$ cat src/rtl/idarb_pkg.sv
package idarb_pkg;

  // contention state of one agent
  typedef enum logic {
    AG_IDLE    = 1'b0,
    AG_CONTEND = 1'b1
  } ag_state_e;

endpackage

$ cat src/rtl/idarb_round_timer.sv
module idarb_round_timer #(
  parameter int ROUND = 4
) (
  input  logic clk,
  input  logic rst_n,
  input  logic load,
  input  logic run,
  output logic last
);
  localparam int CW = (ROUND > 1) ? $clog2(ROUND) : 1;

  logic [CW-1:0] cnt;

  always_ff @(posedge clk) begin
    if (!rst_n) begin
      cnt <= '0;
    end else if (load || last) begin
      cnt <= '0;
    end else if (run) begin
      cnt <= cnt + CW'(1);
    end
  end

  assign last = run && (cnt == CW'(ROUND - 1));

  // the window end is a single-cycle event, then the agent leaves
  assert_last_single_R5: assert property (@(posedge clk) disable iff (!rst_n)
    last |=> !last);

endmodule

$ cat src/rtl/idarb_agent.sv
module idarb_agent
  import idarb_pkg::*;
#(
  parameter int ID_W = 4
) (
  input  logic            clk,
  input  logic            rst_n,
  input  logic [ID_W-1:0] id_in,
  input  logic            req,
  input  logic [ID_W-1:0] bus_lines,
  input  logic            bus_start,
  output logic [ID_W-1:0] drv_lines,
  output logic            drv_start,
  output logic            grant
);
  localparam int ROUND = ID_W;

  // bits at and below the highest "line 1, own 0" conflict are released
  function automatic logic [ID_W-1:0] hold_mask(input logic [ID_W-1:0] own,
                                                input logic [ID_W-1:0] lines);
    logic [ID_W-1:0] m;
    logic            hit;
    m   = '1;
    hit = 1'b0;
    for (int b = ID_W - 1; b >= 0; b--) begin
      if (!hit && lines[b] && !own[b]) hit = 1'b1;
      if (hit) m[b] = 1'b0;
    end
    return m;
  endfunction

  function automatic logic [ID_W-1:0] settle_step(input logic [ID_W-1:0] own,
                                                  input logic [ID_W-1:0] lines);
    return own & hold_mask(own, lines);
  endfunction

  ag_state_e       st;
  logic [ID_W-1:0] own_id;
  logic            entering;
  logic            contending;
  logic            round_last;
  logic            won;

  assign contending = (st == AG_CONTEND);
  assign entering   = (st == AG_IDLE) && req && (id_in != '0) && !bus_start;
  assign won        = round_last && (bus_lines == own_id) && (own_id != '0);

  idarb_round_timer #(.ROUND(ROUND)) u_tmr (
    .clk  (clk),
    .rst_n(rst_n),
    .load (entering),
    .run  (contending),
    .last (round_last)
  );

  always_ff @(posedge clk) begin
    if (!rst_n) begin
      st        <= AG_IDLE;
      own_id    <= '0;
      drv_lines <= '0;
      drv_start <= 1'b0;
      grant     <= 1'b0;
    end else begin
      grant <= 1'b0;
      unique case (st)
        AG_IDLE: begin
          if (entering) begin
            st        <= AG_CONTEND;
            own_id    <= id_in;
            drv_lines <= id_in;
            drv_start <= 1'b1;
          end
        end
        AG_CONTEND: begin
          if (round_last) begin
            st        <= AG_IDLE;
            drv_lines <= '0;
            drv_start <= 1'b0;
            grant     <= won;
          end else begin
            drv_lines <= settle_step(own_id, bus_lines);
          end
        end
        default: st <= AG_IDLE;
      endcase
    end
  end

  assert_entry_drives_R2: assert property (@(posedge clk) disable iff (!rst_n)
    entering |=> (drv_start && (drv_lines == $past(id_in))));

  assert_idle_quiet_R3: assert property (@(posedge clk) disable iff (!rst_n)
    (st == AG_IDLE) |-> (drv_lines == '0 && !drv_start));

  assert_grant_pulse_R6: assert property (@(posedge clk) disable iff (!rst_n)
    grant |=> !grant);

  assert_zero_never_wins_R7: assert property (@(posedge clk) disable iff (!rst_n)
    grant |-> (own_id != '0));

endmodule

$ cat src/rtl/idarb_wired_or.sv
module idarb_wired_or #(
  parameter int N = 4,
  parameter int W = 4
) (
  input  logic [N*W-1:0] pats,
  input  logic [N-1:0]   flags,
  output logic [W-1:0]   lines,
  output logic           any_flag
);
  for (genvar b = 0; b < W; b++) begin : g_bit
    logic [N-1:0] col;
    for (genvar j = 0; j < N; j++) begin : g_src
      assign col[j] = pats[j*W + b];
    end
    assign lines[b] = |col;
  end

  assign any_flag = |flags;

endmodule

$ cat src/rtl/idarb_cluster.sv
module idarb_cluster #(
  parameter int N_AGT = 4,
  parameter int ID_W  = 4
) (
  input  logic                  clk,
  input  logic                  rst_n,
  input  logic [N_AGT*ID_W-1:0] dev_id,
  input  logic [N_AGT-1:0]      dev_req,
  output logic [N_AGT-1:0]      dev_grant,
  output logic [ID_W-1:0]       arb_lines,
  output logic                  arb_start
);
  localparam int BUS_W = N_AGT * ID_W;

  function automatic logic ids_distinct(input logic [BUS_W-1:0] v);
    for (int i = 0; i < N_AGT; i++)
      for (int j = i + 1; j < N_AGT; j++)
        if (v[i*ID_W +: ID_W] == v[j*ID_W +: ID_W]) return 1'b0;
    return 1'b1;
  endfunction

  logic [BUS_W-1:0] drv_bus;
  logic [N_AGT-1:0] start_bus;

  for (genvar i = 0; i < N_AGT; i++) begin : g_agt
    idarb_agent #(.ID_W(ID_W)) u_agent (
      .clk      (clk),
      .rst_n    (rst_n),
      .id_in    (dev_id[i*ID_W +: ID_W]),
      .req      (dev_req[i]),
      .bus_lines(arb_lines),
      .bus_start(arb_start),
      .drv_lines(drv_bus[i*ID_W +: ID_W]),
      .drv_start(start_bus[i]),
      .grant    (dev_grant[i])
    );
  end

  idarb_wired_or #(.N(N_AGT), .W(ID_W)) u_wor (
    .pats    (drv_bus),
    .flags   (start_bus),
    .lines   (arb_lines),
    .any_flag(arb_start)
  );

  assert_single_winner_R6: assert property (@(posedge clk) disable iff (!rst_n)
    ids_distinct(dev_id) |-> $onehot0(dev_grant));

  assert_start_low_on_grant_R5: assert property (@(posedge clk) disable iff (!rst_n)
    (|dev_grant) |-> !arb_start);

endmodule

$ cat config.mk
export PLATFORM = sky130hd
export DESIGN_NAME = idarb_cluster
export DESIGN_NICKNAME = d
export VERILOG_FILES = /design/src/rtl/idarb_pkg.sv /design/src/rtl/idarb_round_timer.sv /design/src/rtl/idarb_agent.sv /design/src/rtl/idarb_wired_or.sv /design/src/rtl/idarb_cluster.sv
export SDC_FILE = /design/constraint.sdc
export NUM_CORES = 1
export LEC_CHECK = 0
export BUFFER_PORTS_ARGS = -buffer_cell sky130_fd_sc_hd__clkbuf_2
export CELL_PAD_IN_SITES_DETAIL_PLACEMENT = 0
export CELL_PAD_IN_SITES_GLOBAL_PLACEMENT = 1
export CORE_MARGIN = 2
export CORE_UTILIZATION = 35
export DETAILED_ROUTE_END_ITERATION = 16
export GPL_ROUTABILITY_DRIVEN = 0
export PLACE_DENSITY = 0.79
export SYNTH_ARGS = -nofsm -noshare
export SYNTH_HDL_FRONTEND = slang
export SYNTH_SLANG_ARGS = --single-unit
export TNS_END_PERCENT = 20
$ cat constraint.sdc
create_clock -name clk -period 2.1 [get_ports clk]
set_input_delay 0.21 -clock clk [delete_from_list [all_inputs] [get_ports clk]]
set_output_delay 0.21 -clock clk [all_outputs]
set_load 0.02 [all_outputs]
==> impl_metrics.ini <==
[clock_tree]
root_buffer = clkbuf_8
cts_setup_buffers = 0
clk_latency_ns = 0.31
cts.path.max_buffers = 2
cts_tree = built
cts-buffers-inserted = 5
clock-sinks = 52
clkTransAtPathRegs_ns = 0.09
h-tree-depth = 2

[final_layout]
final_util_pct = 42.0
syn_to_final_growth_pct = 17.2
layout.nets = 366
fill_cells = 750
diodes = 0
layout-drive-gt1-share_pct = 22.6
fin_cells = 436

[setup_path]
crit_chain = or4_4 > ha_1 > nor3b_1 > o21ai_0 > o22ai_1 > o311a_1
critical_path.max_stage_delay_ns = 0.58
crit_path_start = g_agt[1].u_agent.drv_lines[3]
end_kind = flip-flop
crit_buf_inv = 0
crit_type = flip-flop to flip-flop
start_kind = flip-flop
crit_arrival_ns = 2.20
path_delay_family = simple AND/OR/NAND/NOR gates
reg2reg_from = g_agt[1].u_agent.drv_lines[3]
cp_max_fo = 5
cp_slowest_cell = or4_4
worst-endpoint-required_ns = 2.36

[grt]
grt_overflow = 0
antenna_found_initial = 0
grt_pass1_vias = 2133
grt.total_usage_pct = 16.6
grt_max_degree = 35
grt_pass1_wl_mm = 11.0

[synthesis]
syn_inst = 297
synthFlopType = dfxtp_1
yosysWarnings = 0
yosysUniqueCellTypes = 51
avgSynthCellArea_um2 = 8.70
synth_edf_count = 0
synth_async_sr_flop_share_pct = 0
netlist_area_um2 = 2580
yosysSeqAreaShare_pct = 40.3
ys_ff_latch = 52
synth_nets = 327

[timing]
setup-violations-final = 0
fmax_mhz = 515
finalCritPeriodShare_pct = 92.4
slew_viol_final = 0
min_period_ns = 1.94
tns_ns = 0
timing.final.hold_violations = 0
skew_ns = 0.00358
worst_slew_margin_rel_pct = 61.8
tightestPinTransition_ns = 0.570
fin_ws_ns = 0.160
rsz0062_at_grt = no

[floorplan]
placementRows = 31
die_h_um = 89.9
die_area_um2 = 8090
initial_core_util_pct = 35.8
io_pins = 31
die_x_um = 89.9
core-area_um2 = 7210

[place]
hpwlAfterDp_mm = 4.79
portBuffers = 30
place_inst = 428
place_ws_ns = -0.0189

[routing]
vias = 2301
drt-total-wl_mm = 6.48
drtAntennaViolNets = 0
firstDrtPassIters = 5
drc_errors = 0
drtIter0Drc = 183
wire_per_inst_um = 14.9
via_per_inst = 5.28

[power]
p_leak_nw = 1.17
ir_drop_v = 0.000464
report.power.total_mw = 3.55
power.density_nw_per_um2 = 1170

[min_path]
hp-start = dev_id[7]
hp-class = input port to flip-flop

[run_status]
status = complete, no violations

[flow_run]
drv_cap = 0
path summary, 6_finish.rpt:
kind / to / slack, ns / depth (start not counted)
worst min-delay path: g_agt[1].u_agent.own_id[3] / 0.15 / 3
worst max register to register: g_agt[0].u_agent.drv_lines[0] / 0.16 / 6
worst min register to register: g_agt[3].u_agent.drv_lines[0] / 0.50 / 2
worst max-delay path: g_agt[0].u_agent.drv_lines[0] / 0.16 / 6
where the power goes:
part,internal (mW),switching [mW],total (mW),leakage (nW)
Clock,0.270,0.334,0.604,0.0455
Combinational,0.695,0.862,1.56,0.699
Sequential,1.17,0.220,1.39,0.425
Total,2.14,1.42,3.55,1.17
worst reg2reg max path, stage by stage, from the launching register on:
cell and delay (ns):
dfxtp_1 0.32, or4_4 0.58, ha_1 0.20, nor3b_1 0.24
o21ai_0 0.16, o22ai_1 0.19, o311a_1 0.18
through the flow:
| stage | instance area, µm² | hold WS [ns] |
|---|---|---|
| 3_3_place_gp | 2930 | 0.476 |
| 5_1_grt | 3030 | 0.184 |
| 6_report | 3030 | 0.152 |
| 2_1_floorplan | 2580 | 0.340 |
| 4_1_cts | 3020 | 0.154 |
| 3_5_place_dp | 2930 | 0.486 |
cell families after synthesis:
family	Yosys count	share of synthesized area, %
AND/OR/NAND/NOR	115	24.4
AO/OA/AOI/OAI	73	20.5
flip-flops	52	40.3
buffers and inverters	35	5.91
XOR/XNOR	8	2.71
adder cells (fa/ha/maj)	8	3.87
multiplexers	6	2.37
flip-flops by register name, summed over array words and instances (netlist names):
name / flops
g_agt.u_agent.own_id: 16
g_agt.u_agent.drv_start: 4
g_agt.u_agent.drv_lines: 16
g_agt.u_agent.u_tmr.cnt: 8
g_agt.u_agent.contending: 4
g_agt.u_agent.grant: 4
layer usage:
metal	track usage, %	part of all wire [%]	vias up
met5	0	0	-
met4	5.38	1.8	0
met3	2.93	5.2	10
met2	25.4	46	54
met1	23.8	47	1073
li1	-	-	1164
synthesized netlist by cell type (all sizes together) (3+ instances only):
| cell type | instances | area [µm²] |
|---|---|---|
| ha | 8 | 100 |
| o31ai | 3 | 22.5 |
| buf | 7 | 45.0 |
| or4 | 4 | 30.0 |
| o211ai | 4 | 30.0 |
| nand2 | 35 | 131 |
| nor4 | 7 | 88.8 |
| dfxtp | 52 | 1040 |
| a31oi | 5 | 31.3 |
| nand3 | 8 | 40.0 |
| a222oi | 3 | 30.0 |
| a211o | 4 | 36.3 |
| nor2 | 23 | 86.3 |
| xnor2 | 7 | 61.3 |
| mux2i | 5 | 50.1 |
| nor3 | 13 | 75.1 |
| clkbuf | 10 | 37.5 |
| nand2b | 4 | 25.0 |
| a21oi | 17 | 85.1 |
| o311a | 4 | 40.0 |
| o22ai | 5 | 31.3 |
| nor3b | 6 | 50.1 |
| a2111oi | 5 | 56.3 |
| and3 | 4 | 25.0 |
| a22oi | 3 | 22.5 |
| o21ai | 11 | 55.1 |
| inv | 17 | 66.3 |
cell type report:
cell class                 instances  area [µm²]  area share (%)
tap                               99         124            4.09
inverter                          18        70.1            2.31
clock buffer                       8        90.1            2.97
multi-input combinational        210        1410            46.6
sequential                        52        1040            34.4
timing repair buffer              49         293            9.67
cell usage in the layout, fill, tap and decap left out, types with 3 or more instances in the layout:
master	Yosys	layout
a2111oi_0	3	3
a211o_1	3	3
a21oi_1	17	17
a222oi_1	3	3
a22oi_1	3	3
a31oi_1	5	5
and3_1	4	4
buf_4	4	19
clkbuf_2	0	30
clkbuf_8	0	6
dfxtp_1	52	52
ha_1	8	8
inv_1	16	16
mux2i_1	5	5
nand2_1	35	35
nand2b_1	4	4
nand3_1	8	8
nor2_1	23	23
nor3_1	11	11
nor3b_1	5	3
nor3b_2	1	3
nor4_1	4	3
nor4_4	3	3
o211ai_1	4	4
o21ai_0	11	11
o22ai_1	5	5
o311a_1	4	4
o31ai_1	3	3
or4_1	4	3
xnor2_1	7	7
repair_timing:
item / CTS / global route
endpoints found under the setup margin: 2 / 2
resized for setup: 2 / 1
hold buffers: 0 / 0
Note: power is estimated with default switching activity, not from simulation.
